`config.mk`:
```
export PLATFORM = sky130hd
export DESIGN_NAME = shsat_unit
export DESIGN_NICKNAME = d
export VERILOG_FILES = /design/src/rtl/shsat_pkg.sv /design/src/rtl/shsat_decode.sv /design/src/rtl/shsat_clamp.sv /design/src/rtl/shsat_unit.sv
export SDC_FILE = /design/constraint.sdc
export NUM_CORES = 1
export LEC_CHECK = 0
export CAP_MARGIN = 5
export CORE_UTILIZATION = 35
export CTS_BUF_LIST = sky130_fd_sc_hd__clkbuf_4
export DETAILED_ROUTE_END_ITERATION = 8
export GPL_ROUTABILITY_DRIVEN = 0
export HOLD_SLACK_MARGIN = 0.15
export PLACE_DENSITY = 0.65
export SYNTH_ARGS = -nofsm -noshare
export SYNTH_HDL_FRONTEND = slang
export SYNTH_SLANG_ARGS = --single-unit
```
`constraint.sdc`:
```
create_clock -name clk_i -period 6.23 [get_ports clk_i]
set_input_delay 1.246 -clock clk_i [delete_from_list [all_inputs] [get_ports clk_i]]
set_output_delay 1.246 -clock clk_i [all_outputs]
set_load 0.02 [all_outputs]
```
`src/rtl/shsat_pkg.sv`:
```
`timescale 1ns/1ps
package shsat_pkg;

    localparam int INSN_W   = 32;
    localparam int REG_W    = 4;
    localparam int FIELD5_W = 5;

    // fixed encoding positions, decoded by this unit
    localparam int RD_LSB   = 12;
    localparam int SATP_LSB = 16;
    localparam int SHAM_LSB = 7;
    localparam int KIND_BIT = 6;
    localparam int FORM_BIT = 22;

    localparam logic [6:0] OPC_HI = 7'b0110111;
    localparam logic [1:0] OPC_LO = 2'b01;

    typedef struct packed {
        logic [REG_W-1:0]    rd;
        logic [FIELD5_W-1:0] satpos;
        logic [FIELD5_W-1:0] shamt;
        logic                asr;
        logic                exec_ok;
    } dec_t;

endpackage

```
`src/rtl/shsat_decode.sv`:
```
`timescale 1ns/1ps
module shsat_decode
    import shsat_pkg::*;
(
    input  logic [INSN_W-1:0] insn_i,
    output dec_t              dec_o
);
    logic unused_cond;
    logic hi_match;
    logic lo_match;

    assign unused_cond = ^insn_i[31:28];

    // bit 22 is part of OPC_HI, so the signed form fails this match
    assign hi_match = (insn_i[27:21] == OPC_HI);
    assign lo_match = (insn_i[5:4] == OPC_LO);

    always_comb begin
        dec_o.rd      = insn_i[RD_LSB +: REG_W];
        dec_o.satpos  = insn_i[SATP_LSB +: FIELD5_W];
        dec_o.shamt   = insn_i[SHAM_LSB +: FIELD5_W];
        dec_o.asr     = insn_i[KIND_BIT];
        dec_o.exec_ok = hi_match && lo_match && insn_i[FORM_BIT];
    end

endmodule

```
`src/rtl/shsat_clamp.sv`:
```
`timescale 1ns/1ps
module shsat_clamp #(
    parameter int DATA_W = 32,
    localparam int SH_W  = $clog2(DATA_W)
) (
    input  logic [DATA_W-1:0] src_i,
    input  logic [SH_W-1:0]   shamt_i,
    input  logic              asr_i,
    input  logic [SH_W-1:0]   satpos_i,
    output logic [DATA_W-1:0] res_o,
    output logic              sat_o
);
    logic [DATA_W-1:0] shifted;
    logic [DATA_W-1:0] limit;
    logic              neg;
    logic              over;

    // log-depth barrel shifter, one stage per shift-amount bit
    always_comb begin
        shifted = src_i;
        for (int i = 0; i < SH_W; i++) begin
            if (shamt_i[i]) begin
                if (asr_i) shifted = DATA_W'($signed(shifted) >>> (1 << i));
                else       shifted = shifted << (1 << i);
            end
        end
    end

    always_comb begin
        limit = (DATA_W'(1) << satpos_i) - DATA_W'(1);
        neg   = shifted[DATA_W-1];
        over  = !neg && (shifted > limit);
        if (neg)       res_o = '0;
        else if (over) res_o = limit;
        else           res_o = shifted;
        sat_o = neg || over;
    end

endmodule

```
`src/rtl/shsat_unit.sv`:
```
`timescale 1ns/1ps
module shsat_unit
    import shsat_pkg::*;
#(
    parameter int DATA_W = 32
) (
    input  logic              clk_i,
    input  logic              rst_ni,
    input  logic              valid_i,
    input  logic [INSN_W-1:0] insn_i,
    input  logic [DATA_W-1:0] src_i,
    input  logic              cond_pass_i,
    input  logic              q_clr_i,
    output logic [REG_W-1:0]  rd_o,
    output logic [DATA_W-1:0] result_o,
    output logic              wr_en_o,
    output logic              q_flag_o,
    output logic              unsup_o
);
    localparam int SH_W = $clog2(DATA_W);

    typedef struct packed {
        logic [DATA_W-1:0] result;
        logic [REG_W-1:0]  rd;
        logic              wr_en;
        logic              unsup;
        logic              q;
    } st_t;

    dec_t              dec;
    logic [DATA_W-1:0] clamp_res;
    logic              clamp_sat;
    st_t               st_d;
    st_t               st_q;

    shsat_decode u_decode (
        .insn_i (insn_i),
        .dec_o  (dec)
    );

    shsat_clamp #(.DATA_W(DATA_W)) u_clamp (
        .src_i    (src_i),
        .shamt_i  (SH_W'(dec.shamt)),
        .asr_i    (dec.asr),
        .satpos_i (SH_W'(dec.satpos)),
        .res_o    (clamp_res),
        .sat_o    (clamp_sat)
    );

    always_comb begin
        st_d       = st_q;
        st_d.wr_en = 1'b0;
        st_d.unsup = 1'b0;
        if (q_clr_i) st_d.q = 1'b0;
        if (valid_i) begin
            if (!dec.exec_ok) begin
                st_d.unsup = 1'b1;
            end else if (cond_pass_i) begin
                st_d.wr_en  = 1'b1;
                st_d.rd     = dec.rd;
                st_d.result = clamp_res;
                if (clamp_sat) st_d.q = 1'b1;
            end
        end
    end

    always_ff @(posedge clk_i) begin
        if (!rst_ni) st_q <= '0;
        else         st_q <= st_d;
    end

    assign rd_o     = st_q.rd;
    assign result_o = st_q.result;
    assign wr_en_o  = st_q.wr_en;
    assign q_flag_o = st_q.q;
    assign unsup_o  = st_q.unsup;

endmodule

```
Word level (Yosys, flattened, before mapping). Index checks and enable logic that the tools add are counted. Widths: inputs -> output; s select.

Equal/unequal tests: 2. Muxes and demuxes: 19. Shifts and indexed selects: 1. Reductions and logical operators: 8. $lt $le $gt $ge: 1. Add/subtract/negate cells: 1.

Operator list (count): $mux 32 (12); $mux 37 (1); $gt 32x32->1 (1); $shl 1x5->32 const A (1); $sub 32x2->32 const B (1); $eq 7x6->1 const B (1); $mux 1 (6); $reduce_and 3->1 (2); $logic_and 1x1->1 (3); $eq 2x1->1 const B (1); $reduce_and 2->1 (1); $logic_not 1->1 (1); $logic_or 1x1->1 (1).

Flip-flop bits (word level): 39. Word-level logic and storage cells: 37. Output and inout port bits: 39.

Longest topological paths before layout.
Depth in word-level cells: 17. Mapped depth: 22. Depth with buffers taken out: 17.

Modules after synthesis. From an unflattened synthesis, not the netlist that was laid out.

Cell total of the unflattened synthesis: 1059. Area, all modules: 7960.1 um^2.

Modules (own cells, without submodules): shsat_clamp (sequential area each 0.0 um^2, area an instance 6273.5 um^2, times used 1, cells each 875); shsat_unit (sequential area each 780.7 um^2, area an instance 1542.7 um^2, times used 1, cells each 166); shsat_decode (sequential area each 0.0 um^2, area an instance 143.9 um^2, times used 1, cells each 18).

Least setup slack after synthesis. No wires, ideal clock.

Path kind: input-to-reg. Start: input insn_i[7]. End: register st_q (netlist bit result_o[8]). Cell stages on the path: 18. Data arrival time: 5.572 ns. Required time: 6.101 ns. Path buffers: 5. Path slack: 0.529 ns. Cell sequence: buf_2 -> buf_4 -> buf_2 -> mux2i_1 -> a21oi_1 -> a211oi_1 -> nor3_1 -> or4b_2 -> ha_1 -> nand4_1 -> or4_1 -> o21bai_1 -> o22ai_1 -> or2_1 -> clkbuf_1 -> clkbuf_1 -> a2111oi_0 -> o21ai_1.

Word-level cells in the longest chain between the ends: 13.

RTL lines: start, declared (line shsat_unit.sv:10) `input logic [INSN_W-1:0] insn_i,`; $mux 32 (*) (line shsat_clamp.sv:22) `if (shamt_i[i]) begin`; $mux 32 (line shsat_clamp.sv:23) `if (asr_i) shifted = DATA_W'($signed(shifted) >>> (1 << i));`; $mux 32 (*) (line shsat_clamp.sv:22); $mux 32 (line shsat_clamp.sv:23); $mux 32 (*) (line shsat_clamp.sv:22); $mux 32 (line shsat_clamp.sv:23); $mux 32 (*) (line shsat_clamp.sv:22); $mux 32 (line shsat_clamp.sv:23); $mux 32 (*) (line shsat_clamp.sv:22); $gt 32x32->1 / $logic_not 1->1 (equally long branches) (line shsat_clamp.sv:32) `over = !neg && (shifted > limit);`; $logic_and 1x1->1 (line shsat_clamp.sv:32); $mux 32 (line shsat_clamp.sv:34) `else if (over) res_o = limit;`; $mux 32 (*) (line shsat_clamp.sv:33) `if (neg) res_o = '0;`; end signal, assigned (line shsat_unit.sv:69) `else st_q <= st_d;`; end, declared (line shsat_unit.sv:34) `st_t st_q;`.

Mark *: on every way between the ends. The rest lies on a longest branch, timed or not. A chain may end at the register's enable or synchronous reset.

Worst setup path in the final report.
Start: input src_i[10]. End: register st_q (netlist bit result_o[21]).

Word-level cells in the longest chain between the ends: 14.

RTL lines: start, declared (line shsat_unit.sv:11) `input logic [DATA_W-1:0] src_i,`; $mux 32 (line shsat_clamp.sv:23); $mux 32 (*) (line shsat_clamp.sv:22); $mux 32 (line shsat_clamp.sv:23); $mux 32 (*) (line shsat_clamp.sv:22); $mux 32 (line shsat_clamp.sv:23); $mux 32 (*) (line shsat_clamp.sv:22); $mux 32 (line shsat_clamp.sv:23); $mux 32 (*) (line shsat_clamp.sv:22); $mux 32 (line shsat_clamp.sv:23); $mux 32 (*) (line shsat_clamp.sv:22); $gt 32x32->1 / $logic_not 1->1 (equally long branches) (line shsat_clamp.sv:32); $logic_and 1x1->1 (line shsat_clamp.sv:32); $mux 32 (line shsat_clamp.sv:34); $mux 32 (*) (line shsat_clamp.sv:33).

Marked as above.

==> reports/metrics.cfg <==
[worst_setup_path]
start_kind = input pin
cp_max_fo = 9
worstSetupPathType = input pin to register
r2r-start = result_o[27]$_SDFFE_PN0P_
critical_path_arrival_ns = 6.38
r2r_end = result_o[27]$_SDFFE_PN0P_
worst_setup_path_end_kind = register
r2r_setup_slack_ns = 5.12
worstPathRequired_ns = 6.56
r2r_cells = 3

[synthesis]
netlist_instances = 1023
avgSynthCellArea_um2 = 7.05
synth_ff_type = dfxtp_1
synth_edf_count = 0
synth.distinct_cells = 77
syn_area_um2 = 7210
synthesis.yosys.warnings = 0
syn_nets = 1125
ys_seq_area_share_pct = 10.8
synth-seq-cells = 39
synthArstFlopShare_pct = 0

[sta]
fin_crit_sh_pct = 97.2
rsz0062_at_grt = no
hold_viol = 0
setup_viol = 0
finalClockSkew_ns = 0
slew_viol_final = 0
tightestPinTransition_ns = 0.843
min_period_ns = 6.06
worst_slew_margin_rel_pct = 43.2
max_freq_ghz = 0.165
setup_tns_ns = 0

[finish]
final_common_cell = nand2_1
fin_util_pct = 43.5
drive_gt1_share_pct = 12.6
final_nets = 1220
fill_cells = 2095
area_growth_pct = 22.1
post-route-cell-area_um2 = 8800
layout_common_cells = 99 x nand2_1, 95 x clkdlybuf4s50_1, 89 x a21oi_1, 83 x nor2_1, 83 x buf_4
num_antenna_cells = 0

[detailed_routing]
top_layer = met4
drt-total-wl_mm = 31.9
wire_per_inst_um = 23.0
route.met2.wl_mm = 13.9
wl_met1_mm = 12.4
viasPerCell = 6.72
ant_nets = 0
drt-initial-drc-count = 1393
firstDrtPassIters = 9
vias = 9331
drc_errors = 0
wl_met3_mm = 4.09

[global_routing]
track_usage_pct = 29.5
grt_pass1_vias = 8675
grt_max_degree = 48
grt_pass1_wl_mm = 49.5
grt_overflow = 0
antenna_found_initial = 0

[clock_tree]
cts.clk_slew.worst_paths_ns = 0.13
cts_buffers = 5
cts_resized = 0
clock_latency_ns = 0.37
hold_buffers = 0
tritoncts = yes
clkSinkCount = 39
post-cts-setup-buffers = 0
htree_levels = 2
max-clock-path-buffers = 2
cts-root-buf = clkbuf_4

[hold_path]
min-delay-start = result_o[23]$_SDFFE_PN0P_
hp-class = register to register
holdPathEnd = result_o[23]$_SDFFE_PN0P_
min_path_cells = 2

[placement]
io_buffers = 99
hpwl_mm = 24.2
post_dp_cell_area_um2 = 8720

[power]
power_mw = 1.15
power_density_nw_per_um2 = 131
leakagePower_nw = 3.42
vdd_drop_max_uv = 72.5

[die]
die_h_um = 146
die_area_um2 = 21200
pin_count = 108
start_util_pct = 35.6
placeableCoreArea_um2 = 20200
die_w_um = 146
core.rowCount = 52

[run]
drv_cap = 0

[status]
outcome = completed

logic make-up (layout without fill, tap and decap cells):
group / count (synthesis) / in the layout / synth area share [%]
flip-flops: 39 / 39 / 10.8
buffers and inverters: 117 / 213 / 7.17
XOR/XNOR: 1 / 1 / 0.122
AND/OR/NAND/NOR: 341 / 341 / 22.5
other: 1 / 1 / 0.0520
adder cells (fa/ha/maj): 33 / 33 / 5.73
multiplexers: 87 / 87 / 15.0
AO/OA/AOI/OAI: 404 / 404 / 38.6
critical path: stages:
cell and delay (ns):
clkdlybuf4s50_1 0.72, mux2i_1 0.19, a211oi_1 0.63, nor3_1 0.16, nor3_1 0.51, a211oi_1 0.24, nor2_1 0.18, ha_1 0.19
nand4_1 0.15, or4_1 0.63, o21bai_1 0.19, o22ai_1 0.10, or2_1 0.38, a2111oi_0 0.56, buf_4 0.19, a22o_1 0.11
flip-flops by register name (all words and copies together) (netlist names):
signal    flops
q_flag_o      1
rd_o          4
unsup_o       1
result_o     32
wr_en_o       1
where the power goes:
group	leakage (nW)	internal, mW	switching, mW
sequential	0.314	0.250	0.0000970
clock	0.0426	0.0826	0.0999
combinational	3.07	0.275	0.443
total	3.42	0.608	0.543
stage by stage:
stage,worst slack (ns),hold WS [ns],instances
after CTS,0.501,0.468,1389
after floorplan,0.529,0.524,1023
after detailed placement,0.111,0.444,1381
after global routing,0.248,0.485,1389
final,0.174,0.465,1389
after global placement,0.201,0.441,1381
worst max path at each step:
stage | from | to | slack, ns | depth (start not counted)
floorplan | insn_i[7] | result_o[8]$_SDFFE_PN0P_ | 0.53 | 18
global placement | src_i[19] | result_o[12]$_SDFFE_PN0P_ | 0.20 | 16
detailed placement | src_i[19] | result_o[21]$_SDFFE_PN0P_ | 0.11 | 15
CTS | insn_i[7] | result_o[21]$_SDFFE_PN0P_ | 0.50 | 16
global route | insn_i[7] | result_o[21]$_SDFFE_PN0P_ | 0.25 | 18
finish | src_i[10] | result_o[21]$_SDFFE_PN0P_ | 0.17 | 16
synthesized netlist by cell type (14+ instances only):
master	instances	area share [%]
a211oi_1	45	4.7
nor3_1	32	2.2
o21ai_0	80	5.6
inv_1	23	1.2
mux4_2	16	5.0
a21o_1	15	1.6
buf_2	26	1.8
nand2_1	99	5.2
and2_1	16	1.4
ha_1	33	5.7
o22ai_1	15	1.3
nand3_1	30	2.1
clkbuf_1	54	2.8
nor2_1	83	4.3
mux2i_1	65	9.0
nand2b_1	14	1.2
dfxtp_1	39	11
a21oi_1	89	6.2
per-layer routing:
layer	GRT usage, %	vias up
met5	0	-
met4	12.4	0
met3	6.90	141
met2	45.8	690
met1	39.3	4338
li1	-	4162
layout make-up:
cell class	instances	area [um2]	share of cell area (%)
Clock buffer	5	37.5	0.427
Clock inverter	3	38.8	0.441
Timing Repair Buffer	181	1600	18.2
Tap cell	270	338	3.84
Multi-Input combinational cell	867	5910	67.2
Sequential cell	39	781	8.87
Inverter	24	90.1	1.02
Power figures use the tool's default switching activity.
